**config.mk**
```make
export PLATFORM = sky130hd
export DESIGN_NAME = restoring_divider
export DESIGN_NICKNAME = d
export VERILOG_FILES = /design/src/rtl/div_pkg.sv /design/src/rtl/div_operand_prep.sv /design/src/rtl/div_step.sv /design/src/rtl/div_sign_fix.sv /design/src/rtl/restoring_divider.sv
export SDC_FILE = /design/constraint.sdc
export NUM_CORES = 1
export LEC_CHECK = 0
export BUFFER_PORTS_ARGS = -buffer_cell sky130_fd_sc_hd__buf_2
export CELL_PAD_IN_SITES_DETAIL_PLACEMENT = 0
export CELL_PAD_IN_SITES_GLOBAL_PLACEMENT = 2
export CORE_AREA = 2 2 172 174
export DETAILED_ROUTE_END_ITERATION = 12
export DIE_AREA = 0 0 174 176
export GPL_ROUTABILITY_DRIVEN = 0
export GPL_TIMING_DRIVEN = 0
export HOLD_SLACK_MARGIN = 0.15
export PLACE_DENSITY = 0.9
export SLEW_MARGIN = 40
export SYNTH_ARGS = -nofsm -noshare
export SYNTH_HDL_FRONTEND = slang
export SYNTH_SLANG_ARGS = --single-unit
export TNS_END_PERCENT = 100
```
**constraint.sdc**
```tcl
create_clock -name clk -period 5.4 [get_ports clk]
set_input_delay 0 -clock clk [delete_from_list [all_inputs] [get_ports clk]]
set_output_delay 0 -clock clk [all_outputs]
set_load 0.01 [all_outputs]
```
**src/rtl/div_pkg.sv**
```systemverilog
package div_pkg;

    typedef enum logic [1:0] {
        ST_IDLE = 2'd0,
        ST_RUN  = 2'd1,
        ST_FIX  = 2'd2
    } div_state_e;

    typedef struct packed {
        logic neg_quot;
        logic neg_rem;
    } sign_fix_t;

endpackage

```
**src/rtl/div_operand_prep.sv**
```systemverilog
module div_operand_prep
    import div_pkg::*;
#(
    parameter int W = 32
) (
    input  logic [W-1:0] num_in,
    input  logic [W-1:0] den_in,
    input  logic         use_signed,
    output logic [W-1:0] num_mag,
    output logic [W-1:0] den_mag,
    output sign_fix_t    fix
);
    logic num_neg, den_neg, den_zero;

    always_comb begin
        num_neg  = use_signed & num_in[W-1];
        den_neg  = use_signed & den_in[W-1];
        den_zero = (den_in == '0);
        num_mag  = num_neg ? (~num_in + 1'b1) : num_in;
        den_mag  = den_neg ? (~den_in + 1'b1) : den_in;
        fix.neg_rem  = num_neg;
        fix.neg_quot = (num_neg ^ den_neg) & ~den_zero;
    end
endmodule

```
**src/rtl/div_step.sv**
```systemverilog
module div_step #(
    parameter int W = 32
) (
    input  logic [W:0]   part_in,
    input  logic [W-1:0] low_in,
    input  logic [W-1:0] den,
    output logic [W:0]   part_out,
    output logic [W-1:0] low_out
);
    localparam int DW = W + 2;

    logic [DW-1:0] trial;
    logic          fits;
    logic [W:0]    kept;

    always_comb begin
        trial    = {1'b0, part_in} - {2'b00, den};
        fits     = ~trial[DW-1];
        kept     = fits ? trial[W:0] : part_in;
        part_out = {kept[W-1:0], low_in[W-1]};
        low_out  = {low_in[W-2:0], fits};
    end
endmodule

```
**src/rtl/div_sign_fix.sv**
```systemverilog
module div_sign_fix
    import div_pkg::*;
#(
    parameter int W = 32
) (
    input  logic [W-1:0] quot_mag,
    input  logic [W-1:0] rem_mag,
    input  sign_fix_t    fix,
    output logic [W-1:0] quot_out,
    output logic [W-1:0] rem_out
);
    always_comb begin
        quot_out = fix.neg_quot ? (~quot_mag + 1'b1) : quot_mag;
        rem_out  = fix.neg_rem  ? (~rem_mag  + 1'b1) : rem_mag;
    end
endmodule

```
**src/rtl/restoring_divider.sv**
```systemverilog
module restoring_divider
    import div_pkg::*;
#(
    parameter int W = 32
) (
    input  logic         clk,
    input  logic         rst,
    input  logic         start,
    input  logic         signed_mode,
    input  logic [W-1:0] dividend,
    input  logic [W-1:0] divisor,
    output logic         busy,
    output logic         done,
    output logic [W-1:0] quotient,
    output logic [W-1:0] remainder
);
    localparam int CW = $clog2(W);
    localparam int BW = $clog2(W + 2) + 1;
    localparam logic [CW-1:0] LAST_ITER = CW'(W - 1);

    div_state_e     state;
    logic [CW-1:0]  iter;
    logic [W:0]     part_q;
    logic [W-1:0]   low_q;
    logic [W-1:0]   den_q;
    sign_fix_t      fix_q;

    logic [W-1:0]   a_mag, b_mag;
    sign_fix_t      fix_d;
    logic [W:0]     part_nx;
    logic [W-1:0]   low_nx;
    logic [W-1:0]   quot_fx, rem_fx;

    div_operand_prep #(.W(W)) u_prep (
        .num_in    (dividend),
        .den_in    (divisor),
        .use_signed(signed_mode),
        .num_mag   (a_mag),
        .den_mag   (b_mag),
        .fix       (fix_d)
    );

    div_step #(.W(W)) u_step (
        .part_in (part_q),
        .low_in  (low_q),
        .den     (den_q),
        .part_out(part_nx),
        .low_out (low_nx)
    );

    // correction: upper part shifted back right by one place
    div_sign_fix #(.W(W)) u_fix (
        .quot_mag(low_q),
        .rem_mag (part_q[W:1]),
        .fix     (fix_q),
        .quot_out(quot_fx),
        .rem_out (rem_fx)
    );

    assign busy = (state != ST_IDLE);

    always_ff @(posedge clk) begin
        if (rst) begin
            state     <= ST_IDLE;
            iter      <= '0;
            part_q    <= '0;
            low_q     <= '0;
            den_q     <= '0;
            fix_q     <= '0;
            done      <= 1'b0;
            quotient  <= '0;
            remainder <= '0;
        end else begin
            done <= 1'b0;
            unique case (state)
                ST_IDLE: begin
                    if (start) begin
                        // load and apply the initial left shift at once
                        part_q <= {{W{1'b0}}, a_mag[W-1]};
                        low_q  <= {a_mag[W-2:0], 1'b0};
                        den_q  <= b_mag;
                        fix_q  <= fix_d;
                        iter   <= '0;
                        state  <= ST_RUN;
                    end
                end
                ST_RUN: begin
                    part_q <= part_nx;
                    low_q  <= low_nx;
                    iter   <= iter + 1'b1;
                    if (iter == LAST_ITER) state <= ST_FIX;
                end
                ST_FIX: begin
                    quotient  <= quot_fx;
                    remainder <= rem_fx;
                    done      <= 1'b1;
                    state     <= ST_IDLE;
                end
                default: state <= ST_IDLE;
            endcase
        end
    end

    // ---------------- assertions ----------------
    logic [BW-1:0] busy_len;
    always_ff @(posedge clk) begin
        if (rst) busy_len <= '0;
        else     busy_len <= busy ? busy_len + 1'b1 : '0;
    end

    assert_done_pulse_R2: assert property (@(posedge clk) disable iff (rst)
        done |=> !done);

    assert_accept_R2: assert property (@(posedge clk) disable iff (rst)
        (start && !busy) |=> busy);

    assert_latency_R2: assert property (@(posedge clk) disable iff (rst)
        done |-> (busy_len == BW'(W + 1)));

    assert_part_bound_R4: assert property (@(posedge clk) disable iff (rst)
        (state == ST_RUN && den_q != '0) |-> (part_q < {den_q, 1'b0}));

    assert_hold_R8: assert property (@(posedge clk) disable iff (rst)
        !done |-> ($stable(quotient) && $stable(remainder)));

endmodule

```
==> flow_metrics.tcl <==
set metrics [dict create \
    cts-root-buf "clkbuf_16" \
    maxCapViolations 0 \
    clk_latency_ns 0.43 \
    fin_nets 1682 \
    crit_required_ns 5.75 \
    numCtsBuffers 17 \
    core_area_sq_um 28500 \
    ios 134 \
    hold_depth 7 \
    ir_worst_vdd_v 0.000221 \
    initial_core_util_pct 37.0 \
    fin_area_sq_um 13300 \
    clock.fmax_ghz 0.285 \
    period_minus_slack_ns 3.51 \
    drive_gt1_share_pct 11.9 \
    dieArea_sq_um 30600 \
    hold_viol_final 0 \
    area_growth_syn_to_layout_pct 26.0 \
    worstMarginPinSlew_ns 0.701 \
    placed_area_sq_um 11700 \
    r2r_cells 11 \
    crit_fanout 6 \
    antenna_found_initial 0 \
    drv_slew 0 \
    min_path_type "in -> reg" \
    synth_top_area_cell "dfxtp_1" \
    die_h_um 176 \
    synth_top_area_share_pct 32.4 \
    skew_ns 0.00964 \
    dr.pass1.iters 5 \
    rrSetupSlack_ns 1.98 \
    drt_iter0_markers 633 \
    vias_per_cell 5.25 \
    synth-edff-count 0 \
    synth_cell_types 64 \
    critPathLaunchType "input port" \
    cts_tree "built" \
    rsz0062_at_grt "no" \
    antenna_cells 0 \
    rows 62 \
    wire_per_inst_um 16.5 \
    synth_cells 1328 \
    async_reset_ff_share_pct 0 \
    ant_nets 0 \
    synth_nets 1435 \
    p_leak_nw 5.18 \
    cts_setup_buffers 0 \
    drc 0 \
    grt_pass1_wl_um 51800 \
    wirelength_um 32500 \
    timing.hold.ws_ns 0.359 \
    ys_ff_latch 171 \
    grt_pass1_vias 9670 \
    num_vias 10300 \
    seq_area_frac_synth_pct 32.4 \
    maxSlewHeadroom_pct 53.3 \
    power_density_nw_per_um2 251 \
    synth.avg_cell_area_sq_um 7.95 \
    cts_buffer_depth 2 \
    crit_type "in -> reg" \
    htreeDepth 4 \
    detailed_place_hpwl_um 25700 \
    globalRouteTotalUtil_pct 21.1 \
    arrival_ns 3.86 \
    max_stage_delay_ns 0.57 \
    grt_max_degree 17 \
    clk_pin_slew_ns 0.06 \
    ys.flop_type "dfxtp_1" \
    fin_crit_sh_pct 65.0 \
    setup_tns_ns 0 \
    yosysWarnings 0 \
    worstPathCellList "dlygate4sd3_1, buf_2, inv_1, ha_1, or4b_1, or2_2, buf_2, nor4_1, nor4b_4, a21oi_1, xnor2_1, dlygate4sd3_1, a211oi_1" \
    outcome "complete, no violations" \
    end_kind "flip-flop" \
    clock_sinks 171 \
    p_total_mw 3.33 \
    synth_area_sq_um 10600 \
    setup_violations 0 \
    cpMaxStageDelayCell "nor4_1" \
    io_buffer_count 133 \
    grt-ovfl-total 0 \
    synth_area_leaders "dfxtp_1 (32%), xor2_1 (7.8%), a211oi_1 (6.0%), nor2_1 (5.1%), a21oi_1 (4.8%)" \
    die_w_um 174 \
]
==> cell usage in the layout (no fill, tap or decap), drive strengths merged, types with 5 or more instances in the layout <==
cell type / Yosys / layout
buf: 14 / 147
a211oi: 85 / 85
o31ai: 24 / 24
a32oi: 9 / 9
dlygate4sd3: 0 / 95
xnor2: 47 / 47
ha: 38 / 38
xor2: 94 / 94
nand2b: 11 / 11
and2: 15 / 15
nor2b: 7 / 7
mux2i: 21 / 21
a31oi: 10 / 10
a21oi: 101 / 101
and3: 7 / 7
nor3: 20 / 20
clkbuf: 68 / 88
o21ai: 81 / 81
or3: 13 / 13
a22oi: 30 / 30
nand4: 12 / 12
nor2: 144 / 144
nand3: 21 / 21
o211ai: 5 / 5
dfxtp: 171 / 171
bufinv: 0 / 5
or4: 17 / 17
a21o: 12 / 12
nand2: 120 / 120
nor4: 9 / 9
o41ai: 18 / 18
a311oi: 5 / 5
inv: 54 / 55
==> report_power, final <==
part           internal [mW]  total (mW)  switching, mW
clock                  0.832        1.35          0.520
sequential              1.31        1.36         0.0540
combinational          0.265       0.622          0.357
total                   2.40        3.33          0.930
==> cell families after synthesis <==
kind of cell	synth area share, %
AOI/OAI and AO/OA	25.5
xor gates and xnor gates	11.7
adders and majority gates	4.70
buffers and inverters	5.02
DFF	32.4
muxes	2.10
and+or+nand+nor	18.6
==> final timing paths <==
path,start,to
worst max-delay path,divisor[0],den_q[26]
worst min-delay path,dividend[1],low_q[5]
worst min register to register,den_q[31],den_q[31]
worst max register to register,part_q[16],part_q[28]
==> metal layers <==
layer	track usage (%)	wire length (um)
met3	2.30	1560
met4	4.38	259
met5	0	0
met1	31.8	16800
met2	32.2	13800
==> area by class of cell <==
class	instances	area (sq um)
inverter	54	203
timing repair buffer	228	1620
buffer	82	327
clock inverter	10	191
sequential	171	3420
fill	2966	15300
clock buffer	20	447
tap	384	480
multi-input combinational	1021	6610
==> repair_timing <==
item,4_1_cts,5_1_grt
hold buffers,95,0
resized for setup,0,0
endpoints found under the hold margin,66,0
==> flip-flops by register name (all words and copies together), names as in the netlist <==
signal and cells:
low_q 32, fix_q 2, state 2, remainder 32
quotient 32, done 1, iter 5, part_q 33
den_q 32
==> critical path, delay by kind of cell <==
family / cells / cell delay [ns]
AO/OA/AOI/OAI: 2 / 0.35
buffers and inverters: 5 / 1.45
XOR/XNOR: 1 / 0.14
AND/OR/NAND/NOR: 4 / 1.75
adder cells (fa/ha/maj): 1 / 0.17
==> Yosys cell counts (24+ instances only) <==
library cell,count
inv_1,54
nand2_1,120
ha_1,38
o21ai_0,81
xor2_1,94
xnor2_1,47
nor2_1,144
a21oi_1,101
dfxtp_1,171
clkbuf_1,68
a211oi_1,85
o31ai_1,24
a22oi_1,30
==> stage by stage <==
step	setup slack [ns]	utilization [%]	std cells
2_1_floorplan	2.61	-	1328
3_3_place_gp	2.00	41.0	1845
3_5_place_dp	2.01	41.0	1845
4_1_cts	1.90	46.6	1970
5_1_grt	1.62	46.6	1970
6_report	1.89	46.6	1970
Note: power is estimated with default switching activity, not from simulation.
